File: src/rtl/ackh_pkg.sv
package ackh_pkg;
  localparam int unsigned CLS_W = 2;

  typedef enum logic [CLS_W-1:0] {
    CLS_ORD  = 2'b00,
    CLS_HOLD = 2'b01,
    CLS_BRK  = 2'b10,
    CLS_RSV  = 2'b11
  } instr_cls_e;
endpackage

File: src/rtl/ackh_gate.sv
module ackh_gate
  import ackh_pkg::*;
(
  input  logic             instr_done,
  input  logic [CLS_W-1:0] instr_cls,
  input  logic             irq_req,
  input  logic             ie_q,
  output logic             ack,
  output logic             hold_hit,
  output logic             brk_hit
);
  instr_cls_e cls;

  always_comb begin
    cls      = instr_cls_e'(instr_cls);
    hold_hit = instr_done && (cls == CLS_HOLD);
    brk_hit  = instr_done && (cls == CLS_BRK);
    // acknowledge only at a boundary that neither holds nor breaks
    ack      = instr_done && irq_req && ie_q && !hold_hit && !brk_hit;
  end
endmodule

File: src/rtl/ackh_hold.sv
module ackh_hold (
  input  logic clk,
  input  logic rst_n,
  input  logic instr_done,
  input  logic hold_hit,
  output logic hold_q
);
  logic hold_d;

  always_comb begin
    hold_d = hold_q;
    if (instr_done) hold_d = hold_hit;
  end

  always_ff @(posedge clk or negedge rst_n) begin
    if (!rst_n) hold_q <= 1'b0;
    else        hold_q <= hold_d;
  end
endmodule

File: src/rtl/ackh_ie.sv
module ackh_ie (
  input  logic clk,
  input  logic rst_n,
  input  logic set_req,
  input  logic clr_req,
  output logic ie_q
);
  logic ie_d;
  logic ie_en;

  always_comb begin
    ie_en = set_req || clr_req;
    ie_d  = ie_q;
    if (ie_en) ie_d = !clr_req;
  end

  always_ff @(posedge clk or negedge rst_n) begin
    if (!rst_n)     ie_q <= 1'b0;
    else if (ie_en) ie_q <= ie_d;
  end
endmodule

File: src/rtl/ackh_ctrl.sv
module ackh_ctrl
  import ackh_pkg::*;
(
  input  logic             clk,
  input  logic             rst_n,
  input  logic             instr_done,
  input  logic [CLS_W-1:0] instr_cls,
  input  logic             irq_req,
  input  logic             ie_set,
  input  logic             ie_clr,
  output logic             irq_ack,
  output logic             ie_flag,
  output logic             hold_window
);
  logic ack_w;
  logic hold_hit_w;
  logic brk_hit_w;
  logic ie_w;
  logic clr_any;

  ackh_gate u_gate (
    .instr_done (instr_done),
    .instr_cls  (instr_cls),
    .irq_req    (irq_req),
    .ie_q       (ie_w),
    .ack        (ack_w),
    .hold_hit   (hold_hit_w),
    .brk_hit    (brk_hit_w)
  );

  ackh_hold u_hold (
    .clk        (clk),
    .rst_n      (rst_n),
    .instr_done (instr_done),
    .hold_hit   (hold_hit_w),
    .hold_q     (hold_window)
  );

  assign clr_any = ie_clr || ack_w || brk_hit_w;

  ackh_ie u_ie (
    .clk     (clk),
    .rst_n   (rst_n),
    .set_req (ie_set),
    .clr_req (clr_any),
    .ie_q    (ie_w)
  );

  assign irq_ack = ack_w;
  assign ie_flag = ie_w;
endmodule

File: config.mk
export PLATFORM = sky130hd
export DESIGN_NAME = ackh_ctrl
export DESIGN_NICKNAME = d
export VERILOG_FILES = /design/src/rtl/ackh_pkg.sv /design/src/rtl/ackh_gate.sv /design/src/rtl/ackh_hold.sv /design/src/rtl/ackh_ie.sv /design/src/rtl/ackh_ctrl.sv
export SDC_FILE = /design/constraint.sdc
export NUM_CORES = 1
export LEC_CHECK = 0
export ABC_CLOCK_PERIOD_IN_PS = 900
export CORE_AREA = 2 2 39 41
export CTS_CLUSTER_DIAMETER = 150
export DETAILED_ROUTE_END_ITERATION = 8
export DIE_AREA = 0 0 41 43
export SETUP_SLACK_MARGIN = 0.05
export SYNTH_ARGS = -nofsm -noshare
export SYNTH_HDL_FRONTEND = slang
export SYNTH_SLANG_ARGS = --single-unit
File: constraint.sdc
create_clock -name clk -period 0.9 [get_ports clk]
set_input_delay 0.135 -clock clk [delete_from_list [all_inputs] [get_ports clk]]
set_output_delay 0.135 -clock clk [all_outputs]
set_load 0.01 [all_outputs]
; Word level (Yosys, flattened, before mapping)
; Index checks and enable logic that the tools add are counted.
[word_totals]
regBits = 2
in_bits = 8
elab_cells = 16
[classes]
n_eq_ne = 2
reduce_logical = 12
[ops]
columns = cell, count
row1 = $logic_and 1x1->1, 6
row2 = $logic_not 1->1, 3
row3 = $logic_or 1x1->1, 3
row4 = $eq 2x1->1 const B, 1
row5 = $eq 2x2->1 const B, 1

; Logic depth before layout (Yosys ltp)
; Gate-level depths: netlist of the first run.
[depth]
word_depth = 8
depth_mapped = 3

; Modules after synthesis
; From an unflattened synthesis of the first run, not the netlist that was laid out.
[hier_totals]
hier_cells = 10
area_unflattened_um2 = 118.9
[modules_own_cells]
columns = module, n_inst, cells_each, area_per_inst_um2, seq_area_each_um2
row1 = ackh_hold, 1, 2, 40.0, 25.0
row2 = ackh_gate, 1, 5, 37.5, 0.0
row3 = ackh_ie, 1, 2, 35.0, 25.0
row4 = ackh_ctrl, 1, 1, 6.3, 0.0

; Least setup slack after synthesis of the first run
; OpenSTA, ideal clock, no wires.
[synth_path]
kind = register to register
startpoint = reg u_ie.ie_q
endpoint = reg u_ie.ie_q
setup_time_ps = 87
t_arrival_ps = 816
t_required_ps = 813
path_slack_ps = -3
path_stages_with_launch = 4
path_buffers = 0
period_less_slack_ps = 903
cell_sequence = dfrtp_1 > a21oi_2 > o21ai_1 > a211oi_2
[synth_via]
elab_chain_len = 6
elab_cells_between_ends = 7
cone_classes = reduce/logical: 7
[synth_lines]
columns = element, line
row1 = start: declaration, ackh_ie.sv:6  ; output logic ie_q
row2 = start signal: assignment, ackh_ie.sv:19  ; else if (ie_en) ie_q <= ie_d;
row3 = $logic_and 1x1->1 * (3 in a row), ackh_gate.sv:19  ; ack = instr_done && irq_req && ie_q && !hold_hit && !brk_hit;
row4 = $logic_or 1x1->1 * (2 in a row), ackh_ctrl.sv:39  ; assign clr_any = ie_clr || ack_w || brk_hit_w;
row5 = $logic_not 1->1 / $logic_or 1x1->1 (equally long branches), "ackh_ie.sv:14, ackh_ie.sv:12"
; Mark *: on every way between the ends. The rest lies on a longest branch, timed or not.
; A chain may end at the register's enable or synchronous reset.

; Final worst setup path of the first run
[layout_path]
startpoint = reg u_ie.ie_q
endpoint = out ie_flag
[layout_rtl]
columns = element, line
row1 = end: declaration, ackh_ctrl.sv:12  ; output logic ie_flag,
; No word-level cell between the ends.

==> metrics.csv, run 1 <==
metric;value;unit
outcome;finished with violations;
violations;setup timing;
fin_skew;0;ns
avgSynthCellArea;9.143;um2
yosysWarnings;0;
io_pins;11;
root_buffer;clkbuf_4;
timing.final.crit_share;113.6;%
power_frac_seq;23.1;%
seq_area_frac_synth;42.11;%
drt-total-wl;391;um
rr_endpoint;u_ie.ie_q$_DFFE_PN0P_;
drive_gt1_share;48.48;%
max-cap-violations;0;
critPathLaunch;u_ie.ie_q$_DFFE_PN0P_;
cp_max_fo;4;
drt_iter0_drc;1;
powerDensity;1437;nW/um2
ys_seq_elements;2;
cp_common_cell;buf_6;
dr.pass1.iters;2;
synthCells;13;
post_drt_wl_per_cell;7.980;um
cp-endpoint;ie_flag;
via_count;171;
critical_path.top_delay_family;flip-flops;
htreeDepth;1;
grt_max_degree;5;
utilization;22.42;%
crit_buf_inv;2;
clk_pin_slew;0.04;ns
clk_latency;0.23;ns
coreArea;1384;um2
max_stage_delay;0.41;ns
nets;42;
synth_top_area_cell;dfrtp_1;
synth_cell_types;10;
drtAntennaViolNets;0;
grt_overflow;0;
synth_edf_count;0;
slowest_stage;dfrtp_2;
cp_num_cells;2;
synth_top_area_share;42.11;%
antenna_cells_inserted;0;
worst_slew_pin_slew;0.1652;ns
start_kind;flop;
netlist_top_cells_area;dfrtp_1, a211oi_2, nand3_1, a21oi_2, xor2_1;
synth_flop_cell;dfrtp_1;
io_buffer_count;10;
start_util;8.590;%
r2r-start;u_ie.ie_q$_DFFE_PN0P_;
die_width;41;um
pwr-share-clk;54.4;%
final_hold_viol_count;0;
place.gp.congestion;0.4802;
synth.cell_area;118.9;um2
p_leak;0.1484;nW
antenna_found_initial;0;
setup_viol;3;
fmax;977.7;MHz
arrival;0.89;ns
path_cells;buf_6 -> buf_6;
holdCritPathClass;input port to asynchronous set/reset pin;
rsz0062_at_grt;true;
viasPerCell;3.490;
postSynth.asyncResetShare;100.0;%
clockBufferDepth;2;
path_class;flop to primary output;
die_h;43;um
ir_drop;0.3066;mV
cp_data_required_time;0.76;ns
place_inst;44;
die_area;1763;um2
grt_pass1_wl;621;um
r2r_cells;4;
fin_ws;-0.1228;ns
cts.sinks;2;
swShare;26.48;%
areaGrowthSynthToFinish;161.1;%
rows;14;
drc;0;
total_power;0.0004458;W
cts_tree;yes;
max_slew_margin;88.87;%
synth_common_cells;dfrtp_1, nand3_1, nor2_1;
crit_path_end_kind;primary output;
post-route-min-period;1.023;ns
cts_hold_buf;0;
slew_violations;0;
p_int;0.0003277;W
ff2ff_setup_slack;-0.06;ns
pwr-share-comb;22.5;%
numCtsBuffers;3;
p_switching;0.0001181;W
grtUsageTotal;6.607;%
syn-num-nets;21;
grt_pass1_vias;185;
instances_no_fill;49;
==> per-stage QoR <==
step,cell area [um2],setup slack [ns],hold WS (ns),setup TNS (ns)
final,310.3,-0.1228,0.05353,-0.3019
after global placement,277.8,-0.6102,0.3085,-1.355
after detailed placement,277.8,-0.6098,0.3081,-1.359
after global routing,310.3,-0.1716,0.06168,-0.4162
after CTS,307.8,-0.1400,0.04296,-0.3825
after floorplan,120.1,0.01429,-0.1606,0
==> registers in the layout, indices dropped and copies added, names as in the netlist <==
| register | flops |
|---|---|
| u_ie.ie_q | 1 |
| u_hold.hold_q | 1 |
==> layer usage <==
layer	up-vias	track usage (%)	wire length, um
met5	-	0	0
met4	0	14.00	31
met3	3	3.141	47
met2	11	8.125	174
met1	71	4.140	138
li1	86	-	-
==> logic make-up after synthesis <==
group	Yosys count	share of synthesized area, %
AND/OR/NAND/NOR	5	21.06
AO/OA/AOI/OAI	4	26.31
flip-flops	2	42.11
XOR/XNOR	1	7.370
buffers and inverters	1	3.155
==> cells in the final DEF, fill, tap and decap left out <==
cell / n
clkbuf_1: 1
buf_2: 2
nand3b_1: 1
o21ai_0: 1
a211oi_2: 1
buf_4: 5
clkbuf_4: 3
nand3_2: 1
dfrtp_2: 1
clkdlybuf4s50_1: 3
nor2_1: 2
nand3_1: 1
a21oi_2: 1
dfrtp_1: 1
dlymetal6s2s_1: 1
buf_6: 2
dlygate4sd2_1: 3
o21ai_1: 1
inv_1: 1
xor2_1: 1
==> power by group through the flow <==
stage,combinational [W],sequential [W],clock [W]
after floorplan,0.0000190,0.000109,0
after global placement,0.000102,0.000103,0
after detailed placement,0.000101,0.000103,0
after CTS,0.000103,0.000103,0.000258
after global routing,0.000110,0.000103,0.000262
final,0.000100,0.000103,0.000243
==> worst min path at each step <==
stage	cells after the start	slack, ns	end	from
finish	1	0.05	u_ie.ie_q$_DFFE_PN0P_	rst_n
CTS	1	0.04	u_ie.ie_q$_DFFE_PN0P_	rst_n
detailed placement	1	0.31	u_hold.hold_q$_DFFE_PN0P_	rst_n
global placement	1	0.31	u_hold.hold_q$_DFFE_PN0P_	rst_n
global route	1	0.06	u_ie.ie_q$_DFFE_PN0P_	rst_n
floorplan	0	-0.16	u_hold.hold_q$_DFFE_PN0P_	rst_n
==> what timing repair did <==
| item | CTS | global route |
|---|---|---|
| pin swaps | 4 | 1 |
| setup endpoints to repair | 4 | 4 |
| setup buffers | 1 | 0 |
| resized for setup | 18 | 1 |
==> area by class of cell <==
cell class,count,area (um2)
repair buffers,16,138.9
fillers,164,1074
flip-flops and latches,2,51.30
inverters,1,3.754
well taps,16,20.02
multi-input cells,10,70.07
clock buffers,4,26.28
Power figures use the tool's default switching activity.
==> run 2, diff against run 1 <==
Settings changed: CAP_MARGIN set to 20.
==> results of run 2 <==
Same layout as run 1: the final DEF is identical, and so are final timing and power.
==> run 3, diff against run 2 <==
Settings changed: SLEW_MARGIN set to 20.
==> results of run 3 <==
Same layout as run 1: the final DEF is identical, and so are final timing and power.
